$ cat src/rtl/spi_stat_pkg.sv
`timescale 1ns/1ps
package spi_stat_pkg;
  localparam int STAT_W = 16;
  localparam int B_FRM  = 12;
  localparam int B_BUSY = 11;
  localparam int B_TUR  = 8;
  localparam int B_SRMT = 7;
  localparam int B_ROV  = 6;
  localparam int B_RBE  = 5;
  localparam int B_TBE  = 3;
  localparam int B_TBF  = 1;
  localparam int B_RBF  = 0;

  typedef struct packed {
    logic frm;
    logic busy;
    logic tur;
    logic srmt;
    logic rov;
    logic rbe;
    logic tbe;
    logic tbf;
    logic rbf;
  } stat_flags_t;

  function automatic logic [STAT_W-1:0] pack_status(stat_flags_t f);
    logic [STAT_W-1:0] w;
    w         = '0;
    w[B_FRM]  = f.frm;
    w[B_BUSY] = f.busy;
    w[B_TUR]  = f.tur;
    w[B_SRMT] = f.srmt;
    w[B_ROV]  = f.rov;
    w[B_RBE]  = f.rbe;
    w[B_TBE]  = f.tbe;
    w[B_TBF]  = f.tbf;
    w[B_RBF]  = f.rbf;
    return w;
  endfunction

  // sticky update: set dominates clear, forced clear dominates both
  function automatic logic sticky_next(logic q, logic force_clr, logic set_e, logic clr_e);
    if (force_clr)  return 1'b0;
    if (set_e)      return 1'b1;
    if (clr_e)      return 1'b0;
    return q;
  endfunction
endpackage

$ cat src/rtl/spi_buf_track.sv
`timescale 1ns/1ps
module spi_buf_track #(
  parameter int CNT_W = 6,
  parameter int DEPTH = 32
) (
  input  logic             clk,
  input  logic             rst_n,
  input  logic             fifo_mode,
  input  logic             fill_evt,
  input  logic             drain_evt,
  input  logic [CNT_W-1:0] cnt,
  output logic             empty,
  output logic             full
);
  localparam logic [CNT_W:0] DEPTH_V = (CNT_W+1)'(DEPTH);

  logic single_empty_q;
  logic cnt_zero;
  logic cnt_full;

  always_ff @(posedge clk or negedge rst_n) begin
    if (!rst_n)         single_empty_q <= 1'b1;
    else if (fill_evt)  single_empty_q <= 1'b0;
    else if (drain_evt) single_empty_q <= 1'b1;
  end

  assign cnt_zero = (cnt == '0);
  assign cnt_full = ({1'b0, cnt} >= DEPTH_V);

  always_comb begin
    if (fifo_mode) begin
      empty = cnt_zero;
      full  = cnt_full;
    end else begin
      empty = single_empty_q;
      full  = ~single_empty_q;
    end
  end
endmodule

$ cat src/rtl/spi_sticky_flag.sv
`timescale 1ns/1ps
module spi_sticky_flag (
  input  logic clk,
  input  logic rst_n,
  input  logic force_clr,
  input  logic set_evt,
  input  logic clr_evt,
  output logic q
);
  import spi_stat_pkg::*;

  always_ff @(posedge clk or negedge rst_n) begin
    if (!rst_n) q <= 1'b0;
    else        q <= sticky_next(q, force_clr, set_evt, clr_evt);
  end
endmodule

$ cat src/rtl/spi_stat_tracker.sv
`timescale 1ns/1ps
module spi_stat_tracker #(
  parameter int CNT_W      = 6,
  parameter int FIFO_DEPTH = 32
) (
  input  logic                           clk,
  input  logic                           rst_n,
  input  logic                           enable,
  input  logic                           ign_urun,
  input  logic                           fifo_mode,
  input  logic                           host_rd,
  input  logic                           host_wr,
  input  logic                           tx_load,
  input  logic                           tx_sent,
  input  logic                           rx_done,
  input  logic                           xfer_active,
  input  logic                           frm_err,
  input  logic                           urun_cond,
  input  logic                           clr_wr,
  input  logic [spi_stat_pkg::STAT_W-1:0] clr_data,
  input  logic [CNT_W-1:0]               tx_cnt,
  input  logic [CNT_W-1:0]               rx_cnt,
  output logic [spi_stat_pkg::STAT_W-1:0] status,
  output logic                           xfer_halt
);
  import spi_stat_pkg::*;

  logic tx_empty, tx_full, rx_empty, rx_full;
  logic sr_loaded_q;
  logic frm_q, rov_q, tur_q;

  // named internal events
  logic rov_set_evt, frm_clr_evt, rov_clr_evt, tur_clr_evt, tur_set_evt, tur_force_clr;
  stat_flags_t flags;

  spi_buf_track #(.CNT_W(CNT_W), .DEPTH(FIFO_DEPTH)) u_rx_buf (
    .clk(clk), .rst_n(rst_n), .fifo_mode(fifo_mode),
    .fill_evt(rx_done), .drain_evt(host_rd), .cnt(rx_cnt),
    .empty(rx_empty), .full(rx_full));

  spi_buf_track #(.CNT_W(CNT_W), .DEPTH(FIFO_DEPTH)) u_tx_buf (
    .clk(clk), .rst_n(rst_n), .fifo_mode(fifo_mode),
    .fill_evt(host_wr), .drain_evt(tx_load), .cnt(tx_cnt),
    .empty(tx_empty), .full(tx_full));

  always_ff @(posedge clk or negedge rst_n) begin
    if (!rst_n)       sr_loaded_q <= 1'b0;
    else if (tx_load) sr_loaded_q <= 1'b1;
    else if (tx_sent) sr_loaded_q <= 1'b0;
  end

  assign rov_set_evt   = rx_done & rx_full;
  assign frm_clr_evt   = clr_wr & clr_data[B_FRM];
  assign rov_clr_evt   = clr_wr & clr_data[B_ROV];
  assign tur_clr_evt   = clr_wr & clr_data[B_TUR];
  assign tur_set_evt   = enable & ~ign_urun & urun_cond;
  assign tur_force_clr = ~enable;

  spi_sticky_flag u_frm (.clk(clk), .rst_n(rst_n), .force_clr(1'b0),
    .set_evt(frm_err), .clr_evt(frm_clr_evt), .q(frm_q));
  spi_sticky_flag u_rov (.clk(clk), .rst_n(rst_n), .force_clr(1'b0),
    .set_evt(rov_set_evt), .clr_evt(rov_clr_evt), .q(rov_q));
  spi_sticky_flag u_tur (.clk(clk), .rst_n(rst_n), .force_clr(tur_force_clr),
    .set_evt(tur_set_evt), .clr_evt(tur_clr_evt), .q(tur_q));

  always_comb begin
    flags.frm  = frm_q;
    flags.busy = enable & (sr_loaded_q | xfer_active);
    flags.tur  = ign_urun ? (enable & urun_cond) : (enable & tur_q);
    flags.srmt = tx_empty & ~sr_loaded_q;
    flags.rov  = rov_q;
    flags.rbe  = rx_empty;
    flags.tbe  = tx_empty;
    flags.tbf  = tx_full;
    flags.rbf  = rx_full;
  end

  assign status    = pack_status(flags);
  assign xfer_halt = ~ign_urun & enable & tur_q;
endmodule

$ cat config.mk
export PLATFORM = sky130hd
export DESIGN_NAME = spi_stat_tracker
export DESIGN_NICKNAME = d
export VERILOG_FILES = /design/src/rtl/spi_stat_pkg.sv /design/src/rtl/spi_buf_track.sv /design/src/rtl/spi_sticky_flag.sv /design/src/rtl/spi_stat_tracker.sv
export SDC_FILE = /design/constraint.sdc
export NUM_CORES = 1
export LEC_CHECK = 0
export BUFFER_PORTS_ARGS = -buffer_cell sky130_fd_sc_hd__buf_2
export CORE_MARGIN = 10
export CORE_UTILIZATION = 33
export CTS_CLUSTER_SIZE = 28
export DETAILED_ROUTE_END_ITERATION = 6
export MAX_ROUTING_LAYER = met4
export PLACE_DENSITY = 0.89
export SKIP_CTS_REPAIR_TIMING = 1
export SYNTH_ARGS = -nofsm -noshare
export SYNTH_HDL_FRONTEND = slang
export SYNTH_SLANG_ARGS = --single-unit
$ cat constraint.sdc
create_clock -name clk -period 3 [get_ports clk]
set_input_delay 0.15 -clock clk [delete_from_list [all_inputs] [get_ports clk]]
set_output_delay 0.15 -clock clk [all_outputs]
set_load 0.03 [all_outputs]
## Word-level counts from Yosys, hierarchy flattened

Index checks and enable logic that the tools add are counted.

- Register bits after elaboration: 6
- Output and inout port bits: 17
- Logic and storage cells: 68

- Magnitude comparators: 2
- Equal/unequal tests: 1
- Muxes and demuxes: 36
- Bitwise operators: 16
- Reduce and logical (&&, ||, !) cells: 7

Operators by type and width:

| kind | number |
|---|---|
| two-way mux 1 bit | 36 |
| >= comparator 6 bit, second input constant | 2 |
| logical NOT 6 bit | 2 |
| AND 1 bit | 11 |
| nonzero test 2 bit | 5 |
| inverter 1 bit | 4 |
| inequality test 3 x 1 -> 1 bit, second input constant | 1 |
| bitwise OR 1 bit | 1 |

## Longest topological paths before layout

- Depth in word-level cells: 10
- Depth in mapped cells: 3

## Hierarchy

From an unflattened synthesis, not the netlist that was laid out.

- Cells, all modules: 59
- Area, all modules: 488.0 µm²

By module, submodules not included:

| module | times used | cells each | area an instance (µm²) |
|---|---|---|---|
| spi_stat_tracker | 1 | 29 | 209.0 |
| spi_buf_track | 2 | 9 | 73.8 |
| spi_sticky_flag | 3 | 4 | 43.8 |

## Least setup slack after synthesis

Ideal clock, no wire load.

- Kind: register to output
- Start point: reg sr_loaded_q
- End point: out status[7] (netlist bit)
- Arrival time: 1.261 ns
- Required time: 2.850 ns
- Path slack: 1.589 ns
- Stages on the path, launching flop included: 3
- Path buffers: 0
- Path through: dfrtp_1 -> or4_1 -> o22ai_1

- Longest elaborated chain between the ends: 2

RTL lines:

| what | line | RTL |
|---|---|---|
| start: declaration | spi_stat_tracker.sv:29 | `logic sr_loaded_q;` |
| start signal: assignment | spi_stat_tracker.sv:47 | `if (!rst_n) sr_loaded_q <= 1'b0;` |
| start signal: assignment | spi_stat_tracker.sv:48 | `else if (tx_load) sr_loaded_q <= 1'b1;` |
| start signal: assignment | spi_stat_tracker.sv:49 | `else if (tx_sent) sr_loaded_q <= 1'b0;` |
| inverter 1 bit | spi_stat_tracker.sv:70 | `flags.srmt = tx_empty & ~sr_loaded_q;` |
| AND 1 bit | spi_stat_tracker.sv:70 |  |
| end: declaration | spi_stat_tracker.sv:23 | `output logic [spi_stat_pkg::STAT_W-1:0] status,` |

Every way passes these cells.

## Worst setup path after layout

Same ends and word-level chain as after synthesis.

==> metrics.cfg <==
[status]
outcome = completed

[critical_path]
cp-endpoint = status[7]
crit_path_start = sr_loaded_q
cp-start-kind = register
required_ns = 2.85
reg2reg_depth = 2
crit_type = reg -> out
timing.rr.start = u_rx_buf.single_empty_q
reg2reg_to = u_rov.q
cp_max_fo = 4
regToRegSetupSlack_ns = 1.99
cp_data_arrival_time_ns = 1.38
setup.worst_path.end_class = primary output

[synth]
ys_ff_latch = 6
yosysTopAreaCellShare = 0.2156
syn-cell-area_um2 = 464.2
yosys-top-cells-count = buf_4 (13), dfrtp_1 (4), nor2_1 (4)
synthArstFlopShare = 1.000
ys.flop_type = dfrtp_1
synth_area_leaders = dfrtp_1 (22%), buf_4 (21%), dfstp_2 (11%)
synth_largest_area_cell = dfrtp_1
synth.avg_cell_area_um2 = 9.473
synth-edff-count = 0
syn_inst = 49
ys_seq_area_frac = 0.3288
yosysMostFrequentCell = buf_4
synth_cell_type_count = 21
ys_warn_count = 0

[clock_network]
clock_path_buffers = 2
clockRootBuffer = clkbuf_4
cts_buffers = 3
clock_sinks = 6
insertion_delay_ns = 0.24
cts_tree = built
clk_pin_slew_ns = 0.05
htreeDepth = 1

[floorplan]
die_area_um2 = 3307
std_cell_rows = 13
initial_utilization = 0.3523
io-pin-count = 59
fp.dieH_um = 57.51
die_x_um = 57.51
core_area_um2 = 1318

[layout]
area_delta_synth_final_pct = 35.85
diodes = 0
layout-drive-gt1-share = 0.5476
finalNonFillerCells = 99
nets = 128

[grt]
grt_first_pass_wirelength_um = 2070
grt_usage = 0.08333
grt_max_degree = 7
grt_pass1_vias = 490
antenna_found_initial = 0
grt_overflow_total = 0

[pwr]
p_total_mw = 0.2473
power_density_nw_per_um2 = 392.2
peakVddDrop_v = 0.0001668
p_leak_nw = 0.3504

[route]
drc_errors = 0
drtIter0Drc = 5
viasPerCell = 4.374
vias = 433
wl_per_cell_um = 14.37
drtPass1Iterations = 3
routed_wl_um = 1423
drtAntennaViolNets = 0

[placement]
hpwlAfterDp_um = 1291
io_buffers = 38
pre_cts_slack_ns = 1.570
gp_congestion = 0.6388
place_inst = 95

[hold_path]
min_path_type = in -> reg

[sta]
hold_viol = 0
finalSetupTns_ns = 0
fin_ws_ns = 1.467
finalCriticalPeriod_ns = 1.533
setup_viol = 0
fin_crit_sh = 0.5109
finClkSkew_ns = 0.00005437
drv_slew = 0
max_freq_ghz = 0.6524
grt_setup_unrepaired = no

[run]
maxCapViolCount = 0

==> where the power goes <==
group          switching [mW]  internal, mW
Sequential            0.00364        0.0887
Clock                  0.0285        0.0452
Combinational          0.0505        0.0308
==> routing by layer <==
layer | share of wire | vias up | wire, µm | global-route usage
met1 | 0.32 | 192 | 459 | 0.05831
met3 | 0.13 | 0 | 187 | 0.06858
met2 | 0.55 | 20 | 776 | 0.1488
met5 | 0 | - | 0 | -
met4 | 0 | 0 | 0 | 0.03020
li1 | - | 221 | - | -
==> cells in the final DEF (no fill, tap or decap), drive strengths merged, types with 2 or more instances in the layout <==
| master | n |
|---|---|
| dfrtp | 4 |
| or4 | 2 |
| buf | 38 |
| nor2b | 2 |
| nor2 | 4 |
| inv | 2 |
| nand2b | 2 |
| conb | 7 |
| o21a | 3 |
| dfstp | 2 |
| nand2 | 2 |
| a21o | 2 |
| clkbuf | 3 |
| o41ai | 2 |
==> how the worst min path moves through the flow <==
| stage | start | end | slack [ns] | cells past startpoint |
|---|---|---|---|---|
| after floorplan | rst_n | sr_loaded_q | -0.15 | 0 |
| after global placement | rst_n | u_frm.q | -0.02 | 1 |
| after detailed placement | rst_n | u_frm.q | -0.02 | 1 |
| after CTS | rst_n | u_rov.q | -0.28 | 1 |
| after global routing | host_wr | u_tx_buf.single_empty_q | 0.01 | 2 |
| final | host_wr | u_tx_buf.single_empty_q | 0.03 | 2 |
==> worst max-delay path, cell delays in order, from the launching register on <==
cell and delay (ns):
dfrtp_1 0.40, or4_1 0.41, o22ai_1 0.11, buf_2 0.22
==> cell type report <==
class,count,area (µm²)
inverter,2,7.507
fill,144,686.9
sequential,6,152.6
timing repair buffer,39,200.2
clock buffer,3,22.52
tap,15,18.77
multi-input combinational,34,229.0
==> state kept, by name, indices dropped and copies added (netlist names) <==
name and count:
u_rx_buf.single_empty_q 1, u_frm.q 1, u_rov.q 1, u_tur.q 1, sr_loaded_q 1, u_tx_buf.single_empty_q 1
==> logic make-up (layout without fill, tap and decap cells) <==
group           after synthesis  after routing  share of synthesized area
compound gates               10             10                     0.2022
flops                         6              6                     0.3288
simple gates                 16             16                     0.2129
other cells                   1              7                   0.008078
buf+inv                      15             44                     0.2264
mux                           1              1                    0.02156
==> through the flow <==
stage	util	area, µm²	hold slack (ns)
6_report	0.4786	630.6	0.02720
3_3_place_gp	0.4539	598.1	-0.01982
3_5_place_dp	0.4539	598.1	-0.01831
2_1_floorplan	-	486.7	-0.1456
4_1_cts	0.4710	620.6	-0.2850
5_1_grt	0.4786	630.6	0.01081
Power figures use the tool's default switching activity.
